## config.mk

```make
export PLATFORM = sky130hd
export DESIGN_NAME = qstat_irq
export DESIGN_NICKNAME = d
export VERILOG_FILES = /design/src/rtl/qsi_pkg.sv /design/src/rtl/qsi_flag_gen.sv /design/src/rtl/qsi_irq_bank.sv /design/src/rtl/qstat_irq.sv
export SDC_FILE = /design/constraint.sdc
export NUM_CORES = 2
export LEC_CHECK = 0
export ABC_CLOCK_PERIOD_IN_PS = 6100
export BUFFER_PORTS_ARGS = -buffer_cell sky130_fd_sc_hd__buf_2
export CAP_MARGIN = 40
export CORE_AREA = 2 2 424 426
export CTS_CLUSTER_SIZE = 12
export DETAILED_ROUTE_END_ITERATION = 10
export DIE_AREA = 0 0 426 428
export SLEW_MARGIN = 5
export SYNTH_ARGS = -nofsm -noshare
export SYNTH_HDL_FRONTEND = slang
export SYNTH_SLANG_ARGS = --single-unit
```

## constraint.sdc

```tcl
create_clock -name clk_i -period 6.1 [get_ports clk_i]
set_input_delay 0.305 -clock clk_i [delete_from_list [all_inputs] [get_ports clk_i]]
set_output_delay 0.305 -clock clk_i [all_outputs]
set_load 0.01 [all_outputs]
```

## src/rtl/qsi_pkg.sv

```systemverilog
package qsi_pkg;
  localparam int OCC_W      = 8;
  localparam int SZ_W       = 2;
  localparam int WM_W       = 3;
  localparam int SEL_W      = 3;
  localparam int FIELD_W    = 4;
  localparam int Q_PER_WORD = 8;
  localparam int DATA_W     = 32;

  typedef struct packed {
    logic full;
    logic nfull;
    logic nempty;
    logic empty;
  } qflags_t;

  typedef enum logic [1:0] {
    SRC_EMPTY  = 2'd0,
    SRC_NEMPTY = 2'd1,
    SRC_NFULL  = 2'd2,
    SRC_FULL   = 2'd3
  } src_e;

  function automatic logic [OCC_W-1:0] wm_thresh(input logic [WM_W-1:0] code);
    if (code == '0) return '0;
    return {{(OCC_W-1){1'b0}}, 1'b1} << (code - WM_W'(1));
  endfunction

  function automatic logic [OCC_W-1:0] cap_entries(input logic [SZ_W-1:0] code);
    return OCC_W'(16) << code;
  endfunction
endpackage

```

## src/rtl/qsi_flag_gen.sv

```systemverilog
module qsi_flag_gen
  import qsi_pkg::*;
(
  input  logic [OCC_W-1:0] occ_i,
  input  logic [SZ_W-1:0]  size_i,
  input  logic [WM_W-1:0]  ne_wm_i,
  input  logic [WM_W-1:0]  nf_wm_i,
  output qflags_t          flags_o
);
  logic [OCC_W-1:0] cap, free;

  always_comb begin
    cap             = cap_entries(size_i);
    free            = (occ_i >= cap) ? '0 : cap - occ_i;
    flags_o.empty   = (occ_i == '0);
    flags_o.full    = (occ_i >= cap);
    flags_o.nempty  = (occ_i <= wm_thresh(ne_wm_i));
    flags_o.nfull   = (free <= wm_thresh(nf_wm_i));
  end
endmodule

```

## src/rtl/qsi_irq_bank.sv

```systemverilog
module qsi_irq_bank #(
  parameter int W = 32
) (
  input  logic         clk_i,
  input  logic         rst_ni,
  input  logic [W-1:0] cond_i,
  input  logic [W-1:0] en_i,
  input  logic [W-1:0] clr_i,
  output logic [W-1:0] pend_o,
  output logic         irq_o
);
  logic [W-1:0] cond_q, pend_q, rise;

  assign rise = cond_i & ~cond_q & en_i;

  always_ff @(posedge clk_i or negedge rst_ni) begin
    if (!rst_ni) begin
      cond_q <= '0;
      pend_q <= '0;
    end else begin
      cond_q <= cond_i;
      pend_q <= (pend_q & ~clr_i) | rise;
    end
  end

  assign pend_o = pend_q;
  assign irq_o  = |pend_q;

  assert_set_needs_enable_R7: assert property (@(posedge clk_i) disable iff (!rst_ni)
    1'b1 |=> ((pend_o & ~$past(pend_o) & ~$past(en_i)) == '0));

  assert_set_on_rising_edge_R7: assert property (@(posedge clk_i) disable iff (!rst_ni)
    1'b1 |=> ((pend_o & ~$past(pend_o) & $past(cond_q)) == '0));

  assert_w1c_clears_R8: assert property (@(posedge clk_i) disable iff (!rst_ni)
    1'b1 |=> ((pend_o & $past(clr_i) & ~$past(cond_i & ~cond_q)) == '0));

  assert_pending_holds_R8: assert property (@(posedge clk_i) disable iff (!rst_ni)
    1'b1 |=> ((~pend_o & $past(pend_o) & ~$past(clr_i)) == '0));
endmodule

```

## src/rtl/qstat_irq.sv

```systemverilog
module qstat_irq
  import qsi_pkg::*;
#(
  parameter int BANK_W = 32
) (
  input  logic                        clk_i,
  input  logic                        rst_ni,
  input  logic [2*BANK_W*OCC_W-1:0]   occ_i,
  input  logic [2*BANK_W*SZ_W-1:0]    size_i,
  input  logic [2*BANK_W*WM_W-1:0]    ne_wm_i,
  input  logic [2*BANK_W*WM_W-1:0]    nf_wm_i,
  input  logic                        reg_we_i,
  input  logic [3:0]                  reg_addr_i,
  input  logic [DATA_W-1:0]           reg_wdata_i,
  output logic [DATA_W-1:0]           reg_rdata_o,
  output logic                        irq_lo_o,
  output logic                        irq_hi_o
);
  localparam int N_Q       = 2 * BANK_W;
  localparam int LO_WORDS  = BANK_W / Q_PER_WORD;
  localparam int A_UNE     = LO_WORDS;
  localparam int A_UF      = LO_WORDS + 1;
  localparam int A_PEND_LO = LO_WORDS + 2;
  localparam int A_PEND_HI = LO_WORDS + 3;
  localparam int A_EN_LO   = LO_WORDS + 4;
  localparam int A_EN_HI   = LO_WORDS + 5;
  localparam int A_SEL     = LO_WORDS + 6;
  localparam int ADDR_W    = 4;

  qflags_t flags [N_Q];

  for (genvar q = 0; q < N_Q; q++) begin : g_flags
    qsi_flag_gen u_fg (
      .occ_i   (occ_i[q*OCC_W +: OCC_W]),
      .size_i  (size_i[q*SZ_W +: SZ_W]),
      .ne_wm_i (ne_wm_i[q*WM_W +: WM_W]),
      .nf_wm_i (nf_wm_i[q*WM_W +: WM_W]),
      .flags_o (flags[q])
    );

    assert_empty_not_full_R2: assert property (@(posedge clk_i) disable iff (!rst_ni)
      !(flags[q].empty && flags[q].full));
    assert_empty_implies_ne_R3: assert property (@(posedge clk_i) disable iff (!rst_ni)
      flags[q].empty |-> flags[q].nempty);
    assert_full_implies_nf_R3: assert property (@(posedge clk_i) disable iff (!rst_ni)
      flags[q].full |-> flags[q].nfull);
  end

  // configuration registers
  logic [SEL_W-1:0]  sel_q [BANK_W];
  logic [BANK_W-1:0] en_lo_q, en_hi_q;

  always_ff @(posedge clk_i or negedge rst_ni) begin
    if (!rst_ni) begin
      en_lo_q <= '0;
      en_hi_q <= '0;
      for (int q = 0; q < BANK_W; q++) sel_q[q] <= '0;
    end else if (reg_we_i) begin
      if (reg_addr_i == ADDR_W'(A_EN_LO)) en_lo_q <= reg_wdata_i[BANK_W-1:0];
      if (reg_addr_i == ADDR_W'(A_EN_HI)) en_hi_q <= reg_wdata_i[BANK_W-1:0];
      for (int k = 0; k < LO_WORDS; k++) begin
        if (reg_addr_i == ADDR_W'(A_SEL + k)) begin
          for (int j = 0; j < Q_PER_WORD; j++)
            sel_q[k*Q_PER_WORD + j] <= reg_wdata_i[j*FIELD_W +: SEL_W];
        end
      end
    end
  end

  // interrupt conditions
  logic [BANK_W-1:0] cond_lo, cond_hi, une_vec, uf_vec;

  for (genvar q = 0; q < BANK_W; q++) begin : g_cond
    logic pick;
    always_comb begin
      unique case (src_e'(sel_q[q][1:0]))
        SRC_EMPTY:  pick = flags[q].empty;
        SRC_NEMPTY: pick = flags[q].nempty;
        SRC_NFULL:  pick = flags[q].nfull;
        default:    pick = flags[q].full;
      endcase
    end
    assign cond_lo[q] = pick ^ sel_q[q][2];
    assign une_vec[q] = flags[BANK_W+q].nempty;
    assign uf_vec[q]  = flags[BANK_W+q].full;
    assign cond_hi[q] = flags[BANK_W+q].nempty;
  end

  // pending banks
  logic [BANK_W-1:0] clr_lo, clr_hi, pend_lo, pend_hi;

  assign clr_lo = (reg_we_i && reg_addr_i == ADDR_W'(A_PEND_LO)) ? reg_wdata_i[BANK_W-1:0] : '0;
  assign clr_hi = (reg_we_i && reg_addr_i == ADDR_W'(A_PEND_HI)) ? reg_wdata_i[BANK_W-1:0] : '0;

  qsi_irq_bank #(.W(BANK_W)) u_bank_lo (
    .clk_i  (clk_i),
    .rst_ni (rst_ni),
    .cond_i (cond_lo),
    .en_i   (en_lo_q),
    .clr_i  (clr_lo),
    .pend_o (pend_lo),
    .irq_o  (irq_lo_o)
  );

  qsi_irq_bank #(.W(BANK_W)) u_bank_hi (
    .clk_i  (clk_i),
    .rst_ni (rst_ni),
    .cond_i (cond_hi),
    .en_i   (en_hi_q),
    .clr_i  (clr_hi),
    .pend_o (pend_hi),
    .irq_o  (irq_hi_o)
  );

  // read path
  logic [DATA_W-1:0] st_word  [LO_WORDS];
  logic [DATA_W-1:0] sel_word [LO_WORDS];

  for (genvar k = 0; k < LO_WORDS; k++) begin : g_words
    always_comb begin
      st_word[k]  = '0;
      sel_word[k] = '0;
      for (int j = 0; j < Q_PER_WORD; j++) begin
        st_word[k][j*FIELD_W +: FIELD_W]  = flags[k*Q_PER_WORD + j];
        sel_word[k][j*FIELD_W +: SEL_W]   = sel_q[k*Q_PER_WORD + j];
      end
    end
  end

  always_comb begin
    reg_rdata_o = '0;
    for (int k = 0; k < LO_WORDS; k++) begin
      if (reg_addr_i == ADDR_W'(k))         reg_rdata_o = st_word[k];
      if (reg_addr_i == ADDR_W'(A_SEL + k)) reg_rdata_o = sel_word[k];
    end
    if (reg_addr_i == ADDR_W'(A_UNE))     reg_rdata_o = DATA_W'(une_vec);
    if (reg_addr_i == ADDR_W'(A_UF))      reg_rdata_o = DATA_W'(uf_vec);
    if (reg_addr_i == ADDR_W'(A_PEND_LO)) reg_rdata_o = DATA_W'(pend_lo);
    if (reg_addr_i == ADDR_W'(A_PEND_HI)) reg_rdata_o = DATA_W'(pend_hi);
    if (reg_addr_i == ADDR_W'(A_EN_LO))   reg_rdata_o = DATA_W'(en_lo_q);
    if (reg_addr_i == ADDR_W'(A_EN_HI))   reg_rdata_o = DATA_W'(en_hi_q);
  end

  assert_sel_bit3_zero_R5: assert property (@(posedge clk_i) disable iff (!rst_ni)
    (reg_addr_i >= ADDR_W'(A_SEL)) |-> ((reg_rdata_o & 32'h8888_8888) == '0));

  assert_irq_needs_enable_R7: assert property (@(posedge clk_i) disable iff (!rst_ni)
    $rose(irq_lo_o) |-> ($past(en_lo_q) != '0));
endmodule

```

Word-level counts from Yosys, hierarchy flattened:

Cells that the tools add are included.
Widths: inputs -> output; s select.

* RAM bits: 0
* memories: 0
* output and inout bits: 34
* bits in read-only memories: 0
* word-level logic and storage cells: 1146
* register bits after elaboration: 288
* latch bits: 0

* order comparisons: 160
* div/mod/pow operators: 0
* bitwise operators: 44
* shift operators: 160
* mux-type cells: 368
* $mul: 0
* equal/unequal tests: 77
* add/sub/neg operators: 128
* reductions and logical operators: 171

Operators with widths (count)
* $mux 8: 224
* $le 8x8->1: 96
* $shl 1x3->8 const A: 96
* $ge 8x8->1: 64
* $mux 32: 16
* $shl 5x2->8 const A: 64
* $logic_not 3->1: 96
* $sub 3x1->3 const B: 96
* $logic_not 8->1: 32
* $sub 8x8->8: 32
* $and 32x32->32: 6
* $not 32->32: 4
* $mux 1: 96
* $pmux 1 s3: 32
* $eq 2x1->1 const B: 32
* $eq 2x2->1 const B: 32
* $logic_not 2->1: 32
* $or 32x32->32: 2
* $reduce_or 32->1: 2
* $xor 1x1->1: 32
* $eq 4x4->1 const B: 6
* $eq 4x3->1 const B: 4
* $reduce_and 2->1: 6
* $eq 4x2->1 const B: 2
* other kinds (3): 4

Longest topological paths before layout:

* word-level depth: 18
* mapped depth: 16
* depth with buffers taken out: 16

Modules after synthesis:

Synthesis repeated with hierarchy kept, for this count alone.

* cells, all modules: 7879
* area total of the unflattened synthesis: 64778.4 um^2

By module, submodules not included
* qsi_flag_gen (g_flags[13].u_fg ...): area each 762.0 um^2, instances 38, cells an instance 99
* qsi_flag_gen (g_flags[0].u_fg ...): area each 779.5 um^2, instances 26, cells an instance 103
* qstat_irq: area each 11317.1 um^2, instances 1, cells an instance 1097
* qsi_irq_bank: area each 2119.5 um^2, instances 2, cells an instance 171

Worst setup path before layout:

Ideal clock, no wire load.

* kind: input-to-output
* start: input size_i[18]
* end: output reg_rdata_o[6]
* path slack: 2.692 ns
* stages on the path: 16
* arrival time: 3.103 ns
* path buffers: 0
* required time: 5.795 ns
* path through: nor2b_1 ha_1 a21o_1 a21oi_1 nor2b_1 o22ai_2 inv_1 and2_1 ha_1 nor2b_1 o211ai_1 a21oi_1 o311ai_0 nand3_1 a221o_1 a31oi_1

* cells in the longest elaborated chain, start to end: 16
* elaborated cells on any way between the ends: 17
* classes of those cells: 1 x add/sub; 2 x order compare; 1 x shift; 13 x mux

RTL lines
* from (decl): line qstat_irq.sv:9 `input logic [2*BANK_W*SZ_W-1:0] size_i,`
* $shl 5x2->8 (*): line qsi_pkg.sv:30 `return OCC_W'(16) << code;`
* $sub 8x8->8 or $ge 8x8->1 (tied branches): line qsi_flag_gen.sv:14 `free = (occ_i >= cap) ? '0 : cap - occ_i;`
* $mux 8 (*): line qsi_flag_gen.sv:14
* $le 8x8->1 (*): line qsi_flag_gen.sv:18 `flags_o.nfull = (free <= wm_thresh(nf_wm_i));`
* $mux 32 (*): line qstat_irq.sv:133 `if (reg_addr_i == ADDR_W'(k)) reg_rdata_o = st_word[k];`
* $mux 32 (*): line qstat_irq.sv:134 `if (reg_addr_i == ADDR_W'(A_SEL + k)) reg_rdata_o = sel_word[k];`
* $mux 32 (*): line qstat_irq.sv:133
* $mux 32 (*): line qstat_irq.sv:134
* $mux 32 (*): line qstat_irq.sv:133
* $mux 32 (*): line qstat_irq.sv:134
* $mux 32 (*): line qstat_irq.sv:136 `if (reg_addr_i == ADDR_W'(A_UNE)) reg_rdata_o = DATA_W'(une_vec);`
* $mux 32 (*): line qstat_irq.sv:137 `if (reg_addr_i == ADDR_W'(A_UF)) reg_rdata_o = DATA_W'(uf_vec);`
* $mux 32 (*): line qstat_irq.sv:138 `if (reg_addr_i == ADDR_W'(A_PEND_LO)) reg_rdata_o = DATA_W'(pend_lo);`
* $mux 32 (*): line qstat_irq.sv:139 `if (reg_addr_i == ADDR_W'(A_PEND_HI)) reg_rdata_o = DATA_W'(pend_hi);`
* $mux 32 (*): line qstat_irq.sv:140 `if (reg_addr_i == ADDR_W'(A_EN_LO)) reg_rdata_o = DATA_W'(en_lo_q);`
* $mux 32 (*): line qstat_irq.sv:141 `if (reg_addr_i == ADDR_W'(A_EN_HI)) reg_rdata_o = DATA_W'(en_hi_q);`
* to (decl): line qstat_irq.sv:15 `output logic [DATA_W-1:0] reg_rdata_o,`

Every way passes the cells marked *; elsewhere a longest branch is shown, timed or not.

Final worst setup path:

* start: input occ_i[72]
* end: output reg_rdata_o[6]

* cells in the longest elaborated chain, start to end: 15
* elaborated cells on any way between the ends: 16
* classes of those cells: 1 x add/sub; 2 x order compare; 13 x mux

RTL lines
* from (decl): line qstat_irq.sv:8 `input logic [2*BANK_W*OCC_W-1:0] occ_i,`
* $sub 8x8->8 or $ge 8x8->1 (tied branches): line qsi_flag_gen.sv:14
* $mux 8 (*): line qsi_flag_gen.sv:14
* $le 8x8->1 (*): line qsi_flag_gen.sv:18
* $mux 32 (*): line qstat_irq.sv:133
* $mux 32 (*): line qstat_irq.sv:134
* $mux 32 (*): line qstat_irq.sv:133
* $mux 32 (*): line qstat_irq.sv:134
* $mux 32 (*): line qstat_irq.sv:133
* $mux 32 (*): line qstat_irq.sv:134
* $mux 32 (*): line qstat_irq.sv:136
* $mux 32 (*): line qstat_irq.sv:137
* $mux 32 (*): line qstat_irq.sv:138
* $mux 32 (*): line qstat_irq.sv:139
* $mux 32 (*): line qstat_irq.sv:140
* $mux 32 (*): line qstat_irq.sv:141

Marks and branches as above.

==> flow_summary.ini <==
[clocking]
ctsResizeCount = 0
numCtsBuffers = 31
htreeDepth = 1
postCtsHoldBufs = 4
insertion_delay_ns = 0.59
post-cts-setup-buffers = 0
cts_tree = yes
ctsRootBufferMaster = clkbuf_16
clockBufferDepth = 3
clock_sinks = 288
clk_pin_slew_ns = 0.06

[synthesis]
synth_area_mm2 = 0.0490
synth_seq_cells = 288
synth.most_common_cell = ha_1
yosys-top-cells-count = 1056 x ha_1, 440 x a21oi_1, 415 x nor2_1
ys_types = 95
syn_area_per_cell_um2 = 8.19
synth_top_cell_by_area = ha_1
ys_warn_count = 0
synthCells = 5986
synth_top_area_frac = 0.270
synth_seq_area_share = 0.147
synth-edff-count = 0
synthFlopType = dfrtp_1
synth_async_sr_flop_share = 1.00
synth_area_leaders = ha_1 27%, dfrtp_1 15%, a21oi_1 4.5%

[job]
cap_violations = 0

[worst_hold_path]
hp-class = primary input to flip-flop
hold_depth = 2

[place]
post-dp-hpwl_um = 194000
place_congestion = 0.958
io_buffer_count = 1000
place_ws_ns = 1.10

[floorplan]
start_util = 0.276
dieArea_mm2 = 0.182
ios = 1097
core_area_mm2 = 0.178
die_w_um = 426
rows = 155
die_y_um = 428

[route]
vias_per_cell = 5.39
postRouteAntennaNets = 0
vias = 51800
wl_um = 224000
drc = 0
drt_pass1_iterations = 6
drt-wirelength-per-cell_um = 23.3
drtIter0Drc = 3631

[timing]
fmax_mhz = 206
setup_viol = 0
rsz0062_at_grt = no
hold_viol_final = 0
worst_slack_ns = 1.25
period_share = 0.795
drv_slew = 0
tightest_slew_ns = 1.14
skew_ns = 0.00659
relSlewSlack = 0.240
period_minus_slack_ns = 4.85
fin_setup_tns_ns = 0

[setup_path]
critPathRequiredTime_ns = 5.79
worstSetupEndpoint = reg_rdata_o[6]
reg2reg_depth = 5
cp_max_fo = 8
arrival_ns = 4.55
r2r_end = u_bank_lo.pend_o[18]$_DFF_PN0_
critPathCaptureType = output pin
critPathLaunch = occ_i[72]
r2r_setup_slack_ns = 3.64
reg2reg_from = sel_q[39]$_DFFE_PN0P_
startpoint_type = primary input
critical_path_class = primary input to output pin

[pwr]
p_leak_nw = 27.1
peakVddDrop_mv = 0.237
p_per_area_mw_per_mm2 = 163

[run_status]
status = finished clean

[global_route]
track_usage = 0.234
antenna_found_initial = 169
grt_max_degree = 146
grt_pass1_wl_um = 320000
grt_pass1_vias = 50100
grt_overflow = 0

[final_layout]
fin_nets = 9246
drive_gt1_frac = 0.220
syn_to_final_growth_pct = 20.6
nFillCells = 18900
## stage by stage
| stage | area, um^2 | hold WS (ns) | instances | util | total power [mW] |
|---|---|---|---|---|---|
| finish | 59100 | 0.00271 | 9603 | 0.333 | 9.66 |
| CTS | 58900 | 0.00118 | 9504 | 0.331 | 9.64 |
| floorplan | 49400 | 0.00941 | 6081 | - | 5.58 |
| global placement | 57500 | 0.323 | 9409 | 0.323 | 7.50 |
| detailed placement | 57800 | 0.328 | 9444 | 0.325 | 7.69 |
| global route | 59100 | 0.0268 | 9583 | 0.332 | 10.3 |
## per-layer routing
metal / routed length, um / share of wire / up-vias / GRT usage
met1: 84700 / 0.38 / 24500 / 0.261
met2: 106000 / 0.47 / 1938 / 0.401
met5: 448 / 0.0020 / - / 0
met4: 16100 / 0.072 / 68 / 0.152
met3: 16700 / 0.075 / 541 / 0.0502
li1: - / - / 24700 / -
## layout by cell type, fill, tap and decap left out, types with 100 or more instances in the layout
cell,instances
nand2b_1,114
nor2_1,410
nor2b_1,149
ha_1,1056
xnor2_1,100
mux2_2,160
buf_2,1017
or3b_2,147
a21oi_1,440
dfrtp_1,288
xor2_1,102
a21o_1,102
nand3b_1,290
nand4_1,111
inv_1,411
nor3b_1,115
o21ai_0,219
nand3_1,259
nand2_1,385
## critical path, stage by stage
cell,delay (ns)
buf_2,0.13
inv_1,0.09
ha_1,0.18
nor3b_1,0.41
nand3_1,0.18
o22ai_2,0.46
inv_1,0.11
and2_1,0.18
ha_1,0.30
nor2b_1,0.13
o211ai_1,0.16
a21oi_1,0.11
o311ai_0,0.64
nand3_1,0.39
a221o_1,0.38
a31oi_1,0.14
buf_2,0.24
## sequential cells by signal, indices dropped and copies added, names as in the netlist
name / flops
u_bank_lo.pend_o: 32
en_lo_q: 32
u_bank_hi.cond_q: 32
u_bank_hi.pend_o: 32
en_hi_q: 32
u_bank_lo.cond_q: 32
sel_q: 96
## layout make-up
cell class	instances	area (um^2)	share of cell area
diodes	98	245	0.00415
inverters	412	1550	0.0262
multi-input cells	5298	40300	0.682
clock inverters	8	119	0.00201
repair buffers	1096	5820	0.0985
well taps	2355	2950	0.0498
flip-flops and latches	288	7210	0.122
clock buffers	48	910	0.0154
## report_power, final
part	internal, mW	leakage [nW]	switching [mW]	total, mW
Combinational	2.01	23.2	2.66	4.66
Sequential	2.46	3.33	0.585	3.05
Clock	1.14	0.507	0.810	1.95
Total	5.61	27.1	4.05	9.66
## worst min path at each step
| stage | startpoint | end | slack [ns] |
|---|---|---|---|
| 2_1_floorplan | rst_ni | en_hi_q[0]$_DFFE_PN0P_ | 0.009 |
| 3_3_place_gp | rst_ni | sel_q[37]$_DFFE_PN0P_ | 0.32 |
| 3_5_place_dp | rst_ni | sel_q[37]$_DFFE_PN0P_ | 0.33 |
| 4_1_cts | reg_wdata_i[23] | en_hi_q[23]$_DFFE_PN0P_ | 0.001 |
| 5_1_grt | reg_wdata_i[31] | en_hi_q[31]$_DFFE_PN0P_ | 0.03 |
| 6_report | reg_wdata_i[23] | en_hi_q[23]$_DFFE_PN0P_ | 0.003 |
## cells by family (layout without fill, tap and decap cells)
family | count (synthesis) | after routing | synth area share
simple gates | 2327 | 2327 | 0.269
other cells | 1 | 194 | 0.0000765
buf+inv | 495 | 1564 | 0.0394
flops | 288 | 288 | 0.147
xor+xnor | 204 | 204 | 0.0368
mux | 184 | 184 | 0.0442
fa+ha+maj | 1056 | 1056 | 0.270
compound gates | 1431 | 1431 | 0.194
No activity file was read; power rests on OpenSTA's default activity.
